`src/rtl/gpx_regcore.sv`:
```
module gpx_regcore #(
  parameter int NPIN = 8
) (
  input  logic            clk,
  input  logic            rst_n,
  input  logic            bus_start,
  input  logic            bus_stop,
  input  logic            wr_valid,
  input  logic [7:0]      wr_byte,
  input  logic            rd_req,
  output logic [7:0]      rd_data,
  input  logic [NPIN-1:0] pin_ext,
  output logic [NPIN-1:0] pin_level,
  output logic [NPIN-1:0] pin_chg
);

  localparam logic [1:0] SEL_LVL = 2'd0;
  localparam logic [1:0] SEL_OUT = 2'd1;
  localparam logic [1:0] SEL_POL = 2'd2;
  localparam logic [1:0] SEL_CFG = 2'd3;

  logic [7:0]      ptr_q;
  logic            have_ptr_q;
  logic [NPIN-1:0] out_q, pol_q, cfg_q, lvl_q;
  logic [NPIN-1:0] ext_m, ext_s;
  logic [NPIN-1:0] lvl_d;

  wire bus_evt = bus_start | bus_stop;
  wire wr_reg  = wr_valid & have_ptr_q & ~bus_evt;

  assign lvl_d = (cfg_q | out_q) & ext_s;

  always_ff @(posedge clk or negedge rst_n) begin
    if (!rst_n) begin
      ext_m <= '1;
      ext_s <= '1;
    end else begin
      ext_m <= pin_ext;
      ext_s <= ext_m;
    end
  end

  always_ff @(posedge clk or negedge rst_n) begin
    if (!rst_n) begin
      ptr_q      <= '0;
      have_ptr_q <= 1'b0;
    end else if (bus_evt) begin
      have_ptr_q <= 1'b0;
    end else if (wr_valid && !have_ptr_q) begin
      ptr_q      <= wr_byte;
      have_ptr_q <= 1'b1;
    end
  end

  always_ff @(posedge clk or negedge rst_n) begin
    if (!rst_n) begin
      out_q <= '1;
      pol_q <= '0;
      cfg_q <= '1;
    end else if (wr_reg) begin
      case (ptr_q[1:0])
        SEL_OUT: out_q <= wr_byte[NPIN-1:0];
        SEL_POL: pol_q <= wr_byte[NPIN-1:0];
        SEL_CFG: cfg_q <= wr_byte[NPIN-1:0];
        default: ;
      endcase
    end
  end

  always_ff @(posedge clk or negedge rst_n) begin
    if (!rst_n) begin
      lvl_q   <= '1;
      pin_chg <= '0;
    end else begin
      lvl_q   <= lvl_d;
      pin_chg <= lvl_d ^ lvl_q;
    end
  end

  logic [NPIN-1:0] rd_sel;
  always_comb begin
    case (ptr_q[1:0])
      SEL_LVL: rd_sel = lvl_q ^ pol_q;
      SEL_OUT: rd_sel = out_q;
      SEL_POL: rd_sel = pol_q;
      default: rd_sel = cfg_q;
    endcase
  end

  always_ff @(posedge clk or negedge rst_n) begin
    if (!rst_n) rd_data <= '0;
    else if (rd_req) rd_data <= 8'(rd_sel);
  end

  assign pin_level = lvl_q;

endmodule

```
`config.mk`:
```
export PLATFORM = sky130hd
export DESIGN_NAME = gpx_regcore
export DESIGN_NICKNAME = d
export VERILOG_FILES = /design/src/rtl/gpx_regcore.sv
export SDC_FILE = /design/constraint.sdc
export NUM_CORES = 1
export LEC_CHECK = 0
export ABC_AREA = 1
export BUFFER_PORTS_ARGS = -buffer_cell sky130_fd_sc_hd__buf_2
export CORE_MARGIN = 3
export CORE_UTILIZATION = 30
export DETAILED_ROUTE_END_ITERATION = 7
export SYNTH_ARGS = -nofsm -noshare
export SYNTH_HDL_FRONTEND = slang
export SYNTH_SLANG_ARGS = --single-unit
```
`constraint.sdc`:
```
create_clock -name clk -period 1.45 [get_ports clk]
set_input_delay 0.145 -clock clk [delete_from_list [all_inputs] [get_ports clk]]
set_output_delay 0.145 -clock clk [all_outputs]
set_load 0.01 [all_outputs]
```
Word level (Yosys, flattened, before mapping)

Index checks and enable logic that the tools add are counted.
W data, S select, Z words.

Div/mod/pow operators: 0
$lt $le $gt $ge: 0
Multiply operators: 0
Shift operators: 0
Bitwise gates (word level): 8
Reduce and logical (&&, ||, !) cells: 8
Muxes and demuxes: 3
Eq/ne operators: 3
$add $sub $neg: 0

Operators with widths:

| kind                 | number |
|---|---|
| $pmux W8 S3          | 1 |
| $xor A8 B8 Y8        | 2 |
| $and A8 B8 Y8        | 1 |
| $or A8 B8 Y8         | 1 |
| $reduce_and A2 Y1    | 4 |
| $eq A2 B2 Y1 const B | 2 |
| $and A1 B1 Y1        | 2 |
| $eq A2 B1 Y1 const B | 1 |
| $logic_not A2 Y1     | 1 |
| $mux W1              | 2 |
| $reduce_bool A2 Y1   | 1 |
| $logic_and A1 B1 Y1  | 1 |
| $logic_not A1 Y1     | 1 |
| $not A1 Y1           | 1 |
| $or A1 B1 Y1         | 1 |

Logic and storage cells: 32
Input port bits: 22
RAM bits: 0
Bits in latches: 0
Register bits after elaboration: 67
Memories: 0
Memory bits (read-only): 0
Output and inout bits: 24

Depth between registers and ports, before layout

Gate-level depths: netlist of the first run.

Depth in word-level cells: 4
Gate-level depth with buffers: 7

Worst setup path after synthesis of the first run

No wires, ideal clock.

Path kind: flip-flop to flip-flop
Start: register ptr_q[0]
End: register pol_q[5]
Buffers on the path: 1
Path slack: 323 ps
Required time: 1331 ps
Period minus slack after synthesis: 1127 ps
Cell stages (with the launch flop): 6
Arrival: 1008 ps
Path through: dfrtp_1 -> nor2_4 -> nand3_4 -> buf_6 -> nand2_1 -> o21ai_2

Cells in the longest elaborated chain, start to end: 2

Ends and longest elaborated chain:

| item                               | RTL line | source |
|---|---|---|
| from (decl)                        | 22       | `logic [7:0] ptr_q;` |
| from (signal assigned)             | 50       | `ptr_q <= wr_byte;` |
| $eq A2 B2 Y1                       | 61       | `case (ptr_q[1:0])` |
| $reduce_and A2 Y1 (no source line) | -        |  |
| to (signal assigned)               | 63       | `SEL_POL: pol_q <= wr_byte[NPIN-1:0];` |
| to (decl)                          | 24       | `logic [NPIN-1:0] out_q, pol_q, cfg_q, lvl_q;` |

No other way between the ends.
A chain may end at the register's enable or synchronous reset.

Final worst setup path of the first run

Start: register ptr_q[0]
End: register pol_q[7]

Same word-level chain as after synthesis.

==> key figures, run 1 <==
Status
  • Status: finished, final reports clean

Synth
  • Mapped cell area: 2780 sq um
  • Ys flop type: dfstp_2
  • Top post-synthesis cells by area: dfstp_2, dfrtp_1, nand2_1, o21ai_2, o21ai_0
  • Sequential element share of the synthesized area: 62.2%
  • Cell with the most instances after synthesis: nand2_1
  • Ys async rst share: 100%
  • Commonest cells post-synth: nand2_1, dfstp_2, inv_1
  • Synth cell types: 20
  • Number of synthesized flops with an enable pin: 0
  • Synth Instances: 276
  • Syn Area/Cell: 10.1 sq um
  • YS warnings: 0
  • Yosys reg bits: 67
  • Syn Nets: 298
  • Synth area leader: dfstp_2
  • Area fraction of the dominant cell type after synthesis: 37.8%

Critical path
  • Worst-path maximum fanout: 16
  • Setup crit end kind: flop
  • Crit path kind: flop to flop
  • Worst Path Arrival: 1.53 ns
  • Worst Path Required: 1.69 ns
  • Startpoint types: flop

Timing
  • Fin crit share: 88.7%
  • Worst Slack Setup Final: 0.164 ns
  • Fin. Hold Viols: 0
  • Final setup fails: 0
  • Layout Skew: 0.00845 ns
  • Fmax: 778 MHz
  • Worst Tran Pin Value: 0.368 ns
  • Worst hold slack: 0.0603 ns
  • Pins Over Slew Limit: 0
  • Setup TNS Final: 0 ns
  • Crit path time final: 1.29 ns
  • Relative slew slack: 75.2%
  • RSZ-0062 raised after global routing: no

Cells and area
  • Share of cells above drive strength 1: 38.0%
  • Final Non-Filler Cells: 455
  • Area grow syn2layout: 23.6%
  • NumNets Final: 364
  • Fin util: 38.8%
  • Fillers: 900
  • ANT cells: 0
  • Non-Filler Cell Area, Final: 3430 sq um

Clocking
  • Clk slew on worst S/H paths: 0.08 ns
  • CTS buffer count: 9
  • Total clock sinks: 67
  • Root Buffer Master: clkbuf_8
  • H-tree depth: 3
  • Clock Path Buffers: 2
  • TritonCTS clock tree: built
  • Clock Latency Late Sink: 0.36 ns
  • Post-CTS Setup Repair Bufs: 0

GRT
  • GRT Total Usage: 12.5%
  • First-pass GRT wire length: 9.70 mm
  • Largest net degree at the start of global routing: 40
  • Vias in the first global route: 1,955
  • Total gr overflow: 0
  • Antenna violations before repair: 0

Floorplan
  • Die Wd: 102 microns
  • Core footprint: 8850 sq um
  • Die height: 102 microns
  • Die area: 10,500 sq um
  • Initial Util: 31.4%
  • I/O Pins: 46
  • Rows: 34

Place
  • Buffers on Ports: 45
  • Placed cell areas: 3160 sq um
  • Placed insts: 430
  • Routability cong.: 0.795
  • Final HPWL DP: 4.12 mm
  • Pre-CTS setup slack: 0.163 ns

Power
  • PnR Total Power: 4.57 mW
  • Worst VDD drop: 510 uV
  • Power Dens Cells: 1330 nW/um^2
  • Lkg Pwr: 1.70 nW

Detailed routing
  • DR DRC count: 0
  • Vias per inst: 4.30
  • Routed Antenna Nets: 0
  • Routed WL: 5.82 mm
  • DR vias: 1,955
  • Wirelength per Cell: 12.8 microns
  • Detailed Routing Iterations Pass 1: 4
  • Iter 0 DRT Violations: 60

Job
  • Maximum Capacitance Violations: 0

Hold path
  • Hold WC Path Type: input pin to flop
[power by group]
| part | internal, mW | leakage (nW) | switching, mW | total [mW] |
|---|---|---|---|---|
| sequential | 2.17 | 0.780 | 0.159 | 2.32 |
| clock | 0.717 | 0.0932 | 0.751 | 1.47 |
| combinational | 0.325 | 0.828 | 0.458 | 0.783 |
| total | 3.21 | 1.70 | 1.37 | 4.57 |
[final cells by class]
cell class	instances	area [sq um]	share of cell area (%)
multi-input combinational	167	866	25.2
sequential	67	1730	50.3
clock buffer	10	149	4.34
inverter	35	131	3.83
timing repair buffer	62	388	11.3
tap	108	135	3.93
clock inverter	6	38.8	1.13
[cells in the final DEF (no fill, tap or decap), drive strengths merged]
cell type | netlist | final
nand2 | 78 | 78
buf | 5 | 53
o21ai | 42 | 42
dfstp | 40 | 40
inv | 35 | 35
dfrtp | 27 | 27
nor2 | 19 | 19
nand3 | 17 | 17
clkbuf | 2 | 10
dlygate4sd3 | 0 | 9
xor2 | 8 | 8
clkinv | 0 | 4
clkinvlp | 0 | 2
nand4 | 2 | 2
nand3b | 1 | 1
[per-layer routing]
layer	vias up	share of wire [%]	track usage, %
met5	-	0	0
met1	894	46	15.7
met4	0	2.6	6.36
met2	49	46	18.7
met3	14	5.2	4.91
li1	998	-	-
[state kept, by name (all words and copies together) (netlist names)]
| register | count |
|---|---|
| cfg_q | 8 |
| ext_m | 8 |
| ext_s | 8 |
| have_ptr_q | 1 |
| out_q | 8 |
| pin_chg | 8 |
| pin_level | 8 |
| pol_q | 8 |
| ptr_q | 2 |
| rd_data | 8 |
[critical path, stage by stage (launching register included)]
cell and delay [ns]:
dfrtp_1 0.50, nor2_4 0.23, nand3_4 0.24, nand2_1 0.15, o21ai_2 0.06
[worst paths after layout]
path	startpoint	end	slack [ns]	cells after the start
setup / recovery	ptr_q[0]$_DFFE_PN0P_	pol_q[7]$_DFFE_PN0P_	0.16	4
hold / removal	wr_byte[6]	cfg_q[6]$_DFFE_PN1P_	0.06	3
setup reg to reg	ptr_q[0]$_DFFE_PN0P_	pol_q[7]$_DFFE_PN0P_	0.16	4
hold reg to reg	ext_m[5]$_DFF_PN1_	ext_s[5]$_DFF_PN1_	0.35	0
max in group asynchronous	rst_n	cfg_q[7]$_DFFE_PN1P_	0.63	3
min in group asynchronous	rst_n	pin_chg[3]$_DFF_PN0_	0.23	2
[cells by family (layout without fill, tap and decap cells)]
kind of cell	count (synthesis)	count (layout)	share of synthesized area, %
and+or+nand+nor	117	117	18.9
DFF	67	67	62.2
AOI/OAI and AO/OA	42	42	9.73
buffers and inverters	42	113	6.67
xor gates and xnor gates	8	8	2.52
[timing repair]
| action | 4_1_cts | 5_1_grt |
|---|---|---|
| hold endpoints to repair | 22 | 0 |
| resized for setup | 0 | 0 |
| hold buffers | 9 | 0 |
Power figures use the tool's default switching activity.
==> run 2, diff against run 1 <==
--- a/config.mk
+++ b/config.mk
@@ -7,6 +7,7 @@
 export LEC_CHECK = 0
 export ABC_AREA = 1
 export BUFFER_PORTS_ARGS = -buffer_cell sky130_fd_sc_hd__buf_2
+export CORE_ASPECT_RATIO = 0.75
 export CORE_MARGIN = 3
 export CORE_UTILIZATION = 30
 export DETAILED_ROUTE_END_ITERATION = 7
==> key figures, run 2 (synthesized netlist as in run 1, its figures left out) <==
Clocking
  • Root Buffer Master: clkbuf_16
  • TritonCTS clock tree: built
  • CTS buffer count: 9
  • Total clock sinks: 67
  • Clock Latency Late Sink: 0.33 ns
  • Clock Path Buffers: 2
  • Clk slew on worst S/H paths: 0.05 ns
  • H-tree depth: 3

Timing
  • Layout Skew: 0.00550 ns
  • Setup TNS Final: 0 ns
  • Crit path time final: 1.24 ns
  • RSZ-0062 raised after global routing: no
  • Final setup fails: 0
  • Pins Over Slew Limit: 0
  • Fin. Hold Viols: 0
  • Worst Tran Pin Value: 0.337 ns
  • Fmax: 810 MHz
  • Relative slew slack: 77.3%
  • Fin crit share: 85.2%

Power
  • Lkg Pwr: 1.77 nW
  • Psw: 1.41 mW
  • Gate power share: 15.4%
  • Internal Power: 3.83 mW
  • Power Dens Cells: 1460 nW/um^2
  • Worst VDD drop: 604 uV
  • Sequential share of power: 44.3%
  • Clock power share: 40.3%
  • Net Sw Frac: 26.8%

Detailed routing
  • Routed Antenna Nets: 0
  • Wirelength per Cell: 11.9 microns
  • Vias per inst: 4.14
  • Detailed Routing Iterations Pass 1: 4
  • Iter 0 DRT Violations: 91
  • DR DRC count: 0
  • DR vias: 1,964
  • Routed WL: 5.63 mm

Cells and area
  • Commonest non-fill, non-tap cell in the layout: nand2_1
  • Share of cells above drive strength 1: 38.6%
  • ANT cells: 0
  • Area grow syn2layout: 29.0%
  • NumNets Final: 367
  • Most frequent cells in the layout: nand2_1, buf_2, dfstp_2
  • Fin util: 41.0%

GRT
  • Antenna violations before repair: 0
  • Vias in the first global route: 2,000
  • GRT Total Usage: 12.1%
  • Total gr overflow: 0
  • Largest net degree at the start of global routing: 68
  • First-pass GRT wire length: 9.58 mm

Critical path
  • Worst-path maximum fanout: 8
  • WP buf/inv: 2
  • Startpoint types: flop
  • CP top delay family: flip-flops
  • Worst Path Required: 1.71 ns
  • Most used cell, CP: buf_4
  • Cells on worst reg2reg path: 5
  • Setup crit end kind: flop
  • Crit path max-delay cell type: dfrtp_1
  • Max incr delay on CP: 0.50 ns
  • CP Depth: 5
  • Worst path cell trace: buf_4 > nand4_2 > buf_4 > nand2_1 > o21ai_2
  • Worst Path Arrival: 1.49 ns
  • Crit path kind: flop to flop

Place
  • Buffers on Ports: 45
  • Routability cong.: 0.797
  • Final HPWL DP: 3.92 mm

Floorplan
  • Core footprint: 8740 sq um
  • Die height: 89.3 microns
  • Initial Util: 31.8%
  • Die Wd: 117 microns
  • Die area: 10,500 sq um
  • Rows: 29
  • I/O Pins: 46

Hold path
  • Worst hold path depth: 3
  • Hold WC Path Type: input pin to flop

Status
  • Status: finished, final reports clean

Job
  • Maximum Capacitance Violations: 0
==> run 2: changes by cell type in the layout (fill, tap and decap cells not counted) <==
cell and delta:
clkbuf_16 +8, buf_4 +3, clkbuf_8 -9, bufinv_16 +1, clkinvlp_4 -1, inv_4 +1
==> run 2: power by group through the flow <==
stage	logic (mW)	clock network, mW	registers [mW]
6_report	0.806	2.11	2.32
5_1_grt	0.929	2.27	2.35
4_1_cts	0.825	2.19	2.32
3_5_place_dp	0.802	0	2.35
3_3_place_gp	0.790	0	2.34
2_1_floorplan	0.418	0	2.37
==> run 2: repair_timing <==
| action | in CTS | in global routing |
|---|---|---|
| hold buffers | 9 | 0 |
| gates resized for setup | 0 | 0 |
| buffers inserted | 0 | 0 |
| endpoints found under the hold margin | 35 | 0 |
==> run 2: final timing paths <==
check | startpoint | to | slack, ns
min | wr_byte[3] | cfg_q[3]$_DFFE_PN1P_ | 0.11
max | ptr_q[0]$_DFFE_PN0P_ | cfg_q[5]$_DFFE_PN1P_ | 0.21
min in group asynchronous | rst_n | pin_chg[0]$_DFF_PN0_ | 0.36
max in group asynchronous | rst_n | cfg_q[1]$_DFFE_PN1P_ | 0.76
max reg2reg | ptr_q[0]$_DFFE_PN0P_ | cfg_q[5]$_DFFE_PN1P_ | 0.21
min reg2reg | ext_m[6]$_DFF_PN1_ | ext_s[6]$_DFF_PN1_ | 0.35
==> run 2: layout make-up <==
cell class                      instances  area (sq um)
Tap cell                              124           155
Clock buffer                            9           225
Fill cell                             878          5160
Clock inverter                          7          67.6
Multi-Input combinational cell        167           866
Sequential cell                        67          1730
Inverter                               35           131
Timing Repair Buffer                   65           410
==> run 2: worst reg2reg max path: cells and delay by family, from the launching register on <==
| family | cells | cell delay, ns |
|---|---|---|
| compound gates | 1 | 0.05 |
| flops | 1 | 0.50 |
| buf+inv | 2 | 0.41 |
| simple gates | 2 | 0.21 |
==> run 2: metrics by stage <==
step	worst slack, ns	hold slack, ns	std cells	total power, mW	instance area, sq um
final	0.215	0.109	474	5.24	3580
after floorplan	0.323	-0.151	276	2.79	2780
after global routing	0.0937	0.121	474	5.55	3580
after detailed placement	0.227	0.187	449	3.15	3200
after CTS	0.214	0.103	474	5.33	3580
after global placement	0.261	0.184	449	3.13	3200
==> run 2: per-layer routing <==
| layer | vias to the layer above | track usage (%) | part of all wire (%) |
|---|---|---|---|
| met3 | 9 | 4.19 | 5.6 |
| met5 | - | 0 | 0 |
| met2 | 46 | 18.8 | 45 |
| met4 | 0 | 5.21 | 1.5 |
| met1 | 902 | 15.5 | 48 |
| li1 | 1007 | - | - |
